<file path="config.mk">
export PLATFORM = sky130hd
export DESIGN_NAME = dock_seq
export DESIGN_NICKNAME = d
export VERILOG_FILES = /design/src/rtl/dock_seq_pkg.sv /design/src/rtl/dock_attach_reg.sv /design/src/rtl/dock_link_edge.sv /design/src/rtl/dock_edge_counter.sv /design/src/rtl/dock_seq_fsm.sv /design/src/rtl/dock_seq.sv
export SDC_FILE = /design/constraint.sdc
export NUM_CORES = 1
export LEC_CHECK = 0
export BUFFER_PORTS_ARGS = -buffer_cell sky130_fd_sc_hd__buf_2
export CAP_MARGIN = 20
export CORE_AREA = 2 2 39 41
export CTS_BUF_LIST = sky130_fd_sc_hd__clkbuf_4 sky130_fd_sc_hd__clkbuf_8 sky130_fd_sc_hd__clkbuf_16
export DETAILED_ROUTE_END_ITERATION = 7
export DIE_AREA = 0 0 41 43
export PLACE_DENSITY_LB_ADDON = 0.25
export SLEW_MARGIN = 15
export SYNTH_ARGS = -nofsm -noshare
export SYNTH_HDL_FRONTEND = slang
export SYNTH_HIERARCHICAL = 1
export SYNTH_SLANG_ARGS = --single-unit
</file>
<file path="constraint.sdc">
create_clock -name clk -period 1.88 [get_ports clk]
set_clock_uncertainty 0.15 [all_clocks]
set_input_delay 0 -clock clk [delete_from_list [all_inputs] [get_ports clk]]
set_output_delay 0 -clock clk [all_outputs]
set_load 0.05 [all_outputs]
</file>
<file path="src/rtl/dock_seq_pkg.sv">
package dock_seq_pkg;

    typedef enum logic [1:0] {
        ST_ISOLATED = 2'd0,
        ST_POWERUP  = 2'd1,
        ST_DOCKED   = 2'd2,
        ST_RELEASE  = 2'd3
    } dock_state_e;

    typedef struct packed {
        logic bclk;
        logic sync;
        logic sdo;
    } link_lvl_t;

    function automatic int unsigned edge_cnt_w(input int unsigned a, input int unsigned b);
        int unsigned m;
        m = (a > b) ? a : b;
        return (m < 1) ? 1 : $clog2(m + 1);
    endfunction

endpackage

</file>
<file path="src/rtl/dock_attach_reg.sv">
module dock_attach_reg (
    input  logic clk,
    input  logic rst,
    input  logic wr,
    input  logic wdata,
    output logic attach
);
    always_ff @(posedge clk) begin
        if (rst)     attach <= 1'b0;
        else if (wr) attach <= wdata;
    end
endmodule

</file>
<file path="src/rtl/dock_link_edge.sv">
module dock_link_edge
    import dock_seq_pkg::*;
(
    input  logic      clk,
    input  logic      rst,
    input  link_lvl_t lvl,
    output logic      bclk_rise,
    output logic      all_low
);
    logic bclk_q;

    always_ff @(posedge clk) begin
        if (rst) bclk_q <= 1'b0;
        else     bclk_q <= lvl.bclk;
    end

    assign bclk_rise = lvl.bclk & ~bclk_q;
    assign all_low   = ~(lvl.bclk | lvl.sync | lvl.sdo);
endmodule

</file>
<file path="src/rtl/dock_edge_counter.sv">
module dock_edge_counter #(
    parameter int unsigned CW = 4
) (
    input  logic          clk,
    input  logic          rst,
    input  logic          clr,
    input  logic          inc,
    output logic [CW-1:0] cnt
);
    localparam logic [CW-1:0] CNT_MAX = {CW{1'b1}};

    always_ff @(posedge clk) begin
        if (rst || clr)                 cnt <= '0;
        else if (inc && cnt != CNT_MAX) cnt <= cnt + 1'b1;
    end
endmodule

</file>
<file path="src/rtl/dock_seq_fsm.sv">
module dock_seq_fsm
    import dock_seq_pkg::*;
#(
    parameter int unsigned SETTLE  = 8,
    parameter int unsigned MIN_ISO = 4,
    parameter int unsigned CW      = 4
) (
    input  logic          clk,
    input  logic          rst,
    input  logic          link_rst,
    input  logic          attach,
    input  logic          bclk_rise,
    input  logic          all_low,
    input  logic [CW-1:0] cnt,
    output logic          cnt_clr,
    output logic          mate,
    output logic          dock_en_n,
    output logic          dock_rst_n
);
    localparam logic [CW-1:0] SETTLE_LAST = CW'(SETTLE - 1);
    localparam logic [CW-1:0] ISO_MIN     = CW'(MIN_ISO);

    dock_state_e state, nxt;

    always_comb begin
        nxt = state;
        if (link_rst) begin
            nxt = ST_ISOLATED;
        end else begin
            unique case (state)
                ST_ISOLATED: if (attach) nxt = ST_POWERUP;
                ST_POWERUP: begin
                    if (!attach)                                nxt = ST_RELEASE;
                    else if (bclk_rise && cnt == SETTLE_LAST)   nxt = ST_DOCKED;
                end
                ST_DOCKED:   if (!attach && bclk_rise) nxt = ST_RELEASE;
                ST_RELEASE:  if (cnt >= ISO_MIN && all_low) nxt = ST_ISOLATED;
                default:     nxt = ST_ISOLATED;
            endcase
        end
    end

    always_ff @(posedge clk) begin
        if (rst) begin
            state <= ST_ISOLATED;
            mate  <= 1'b0;
        end else begin
            state <= nxt;
            if (nxt == ST_ISOLATED)   mate <= 1'b0;
            else if (nxt == ST_DOCKED) mate <= 1'b1;
        end
    end

    assign cnt_clr    = (nxt != state);
    assign dock_en_n  = (state == ST_ISOLATED);
    assign dock_rst_n = (state == ST_DOCKED);
endmodule

</file>
<file path="src/rtl/dock_seq.sv">
module dock_seq
    import dock_seq_pkg::*;
#(
    parameter int unsigned SETTLE  = 8,
    parameter int unsigned MIN_ISO = 4
) (
    input  logic clk,
    input  logic rst,
    input  logic link_rst,
    input  logic attach_wr,
    input  logic attach_wdata,
    input  logic bclk_lvl,
    input  logic sync_lvl,
    input  logic sdo_lvl,
    output logic attach_o,
    output logic mate_o,
    output logic dock_en_n,
    output logic dock_rst_n
);
    localparam int unsigned CW = edge_cnt_w(SETTLE, MIN_ISO);

    link_lvl_t     lvl;
    logic          bclk_rise, all_low, cnt_clr;
    logic [CW-1:0] cnt;

    assign lvl = '{bclk: bclk_lvl, sync: sync_lvl, sdo: sdo_lvl};

    dock_attach_reg attach_i (
        .clk(clk), .rst(rst), .wr(attach_wr), .wdata(attach_wdata), .attach(attach_o)
    );

    dock_link_edge edge_i (
        .clk(clk), .rst(rst), .lvl(lvl), .bclk_rise(bclk_rise), .all_low(all_low)
    );

    dock_edge_counter #(.CW(CW)) cnt_i (
        .clk(clk), .rst(rst), .clr(cnt_clr), .inc(bclk_rise), .cnt(cnt)
    );

    dock_seq_fsm #(.SETTLE(SETTLE), .MIN_ISO(MIN_ISO), .CW(CW)) fsm_i (
        .clk(clk), .rst(rst), .link_rst(link_rst), .attach(attach_o),
        .bclk_rise(bclk_rise), .all_low(all_low), .cnt(cnt), .cnt_clr(cnt_clr),
        .mate(mate_o), .dock_en_n(dock_en_n), .dock_rst_n(dock_rst_n)
    );
endmodule

</file>
==> flow_summary.toml <==
[status]
status = "finished with violations"
violations = "setup timing"

[cts]
cts_max_path_buffers = 2
root_buffer = "clkbuf_4"
cts_sinks = 9
numCtsBuffers = 3
htree_levels = 1
path_clk_slew_ns = 0.06
clk_latency_ns = 0.25
cts_tree = "done"

[drt]
drtIter0Drc = 5
drt_wl_total_um = 1279
ant_nets = 0
drt_pre_antenna_iters = 3
via_per_inst = 5.019
detailroute.via_count = 517
drc = 0
wl_per_cell_um = 12.42

[setup_path]
cp.arrival_ns = 1.93
crit_path_max_incr_delay_ns = 0.36
startpoint_type = "register"
required_ns = 1.92
crit_chain = "and2b_2 > and3b_1 > o211ai_1 > and2_1 > o211ai_1 > or3_1 > mux2i_1"
critPathKind = "register to register"
r2r_cells = 7
critPathTopFamily = "simple AND/OR/NAND/NOR gates"
cp_slowest_cell = "or3_1"
worst-path-stages = 7
crit_fanout = 3
path_buf_inv = 0
crit_top_cell = "o211ai_1"
endpoint_kind = "register"

[finish]
diodes = 0
syn2layout_area_growth_pct = 43.25
nets = 97
final_area_um2 = 783.3
drive_gt1_frac = 0.4598
fill_cells = 131
layout_common_cells = "11 x buf_4, 11 x buf_2, 7 x dfxtp_1"

[sta]
max_freq_ghz = 0.5294
whs_ns = 0.02054
setup_slack_ns = -0.008767
period_minus_slack_ns = 1.889
slew_headroom = 0.8277
hold_viol = 0
timing.final.crit_share = 1.005
worst_pin_slew_ns = 0.2573
setup-tns-final_ns = -0.008767
rsz0062_at_grt = "yes"
final-max-slew-violation-count = 0
finalSetupViolCount = 1

[pwr]
p_total_mw = 0.4609
power_density_mw_per_mm2 = 588.4
vdd_ir_drop_max_mv = 0.3243
p_leak_nw = 0.3403

[logic_synthesis]
async_flop_share = 0
synth_flop_cell = "dfxtp_1"
seq_area_frac_synth = 0.3295
synth-edff-count = 0
ys_types = 28
synth_xor_area_frac = 0
ys_ff_latch = 9
yosys_warnings = 6
synth_top_family_by_area = "simple AND/OR/NAND/NOR gates"
postSynthAreaPerCell_um2 = 9.593
netlist_instances = 57
synthesis.area_um2 = 546.8
synthAdderAreaFrac = 0.02288
syn_nets = 66
synth_compound_gate_area_share = 0.1808
synthSimpleGateAreaFrac = 0.3707
synthMuxAreaShare = 0.07551

[min_path]
hold_path.class = "input pin to register"
hold_depth = 4

[floorplan]
initial_utilization = 0.3951
dieArea_mm2 = 0.001763
core_area_mm2 = 0.001384
rows = 14
die_y_um = 43
ios = 12
die_x_um = 41

[global_routing]
grt_overflow = 0
grt_pass1_vias = 460
grt_pass1_wl_um = 1994
grt_max_degree = 9
grt_antenna_before_repair = 0
grtUsageTotal = 0.1730

[placed_design]
finalWeightedCongestion = 0.7041
port_buffers = 11
hpwl_um = 894.9
placed_area_um2 = 679.4

[flow_run]
drv_cap = 0
-- per-layer routing --
layer	share of wire	global-route usage	up-vias
li1	-	-	271
met5	0	0	-
met2	0.53	0.2406	4
met1	0.44	0.2104	242
met4	0	0.1200	0
met3	0.021	0.06283	0
-- synthesized netlist by cell type (all sizes together), types with 2 or more instances --
library cell	number	area (um2)
and2b	2	17.52
dfxtp	9	180.2
mux2i	3	30.03
nand2	7	26.28
nand3b	2	15.01
nand4	2	12.51
nor2	6	22.52
nor2b	3	18.77
o211ai	5	42.54
-- registers in the layout, summed over array words and instances, names as in the netlist --
signal           cells
cnt_i/cnt            4
fsm_i/state          2
attach_i/attach      1
edge_i/bclk_q        1
fsm_i/mate           1
-- metrics by stage --
stage	setup WS (ns)	util	instances
3_5_place_dp	0.02657	0.4910	92
4_1_cts	0.01130	0.5488	101
6_report	-0.008767	0.5660	103
3_3_place_gp	0.02455	0.4910	92
2_1_floorplan	0.01330	-	57
5_1_grt	-0.1135	0.5660	103
-- repair_timing --
item,in CTS,in global routing
buffers inserted,0,2
endpoints found under the setup margin,0,4
resized for setup,0,4
hold buffers,5,0
hold endpoints to repair,5,0
-- tightest hold or removal path, cell delays in order --
cell	delay, ns
buf_2	0.11
nor2b_1	0.06
nand2_1	0.12
a31oi_4	0.09
-- logic make-up (layout without fill, tap and decap cells) --
family / Yosys count / in the layout
mux: 4 / 4
simple gates: 32 / 32
compound gates: 10 / 10
fa+ha+maj: 1 / 1
flops: 9 / 9
buf+inv: 1 / 31
-- power by group --
part           switching, mW  internal (mW)  leakage (nW)
combinational         0.0475         0.0480         0.248
clock                 0.0649         0.0961        0.0184
sequential           0.00608          0.198        0.0742
total                  0.118          0.342         0.340
-- path summary, 6_finish.rpt --
kind	startpoint	endpoint	slack [ns]
setup / recovery	edge_i/bclk_q	cnt_i/cnt[0]	-0.009
hold / removal	link_rst	fsm_i/state[1]	0.02
setup reg to reg	edge_i/bclk_q	cnt_i/cnt[0]	-0.009
hold reg to reg	cnt_i/cnt[2]	cnt_i/cnt[2]	0.42
-- cell type report --
type / count / area [um2] / share of cell area
tap: 16 / 20.02 / 0.02556
timing repair buffer: 27 / 187.7 / 0.2396
multi-input combinational: 47 / 362.8 / 0.4633
clock buffer: 4 / 30.03 / 0.03834
sequential: 9 / 182.7 / 0.2332
Power figures use the tool's default switching activity.
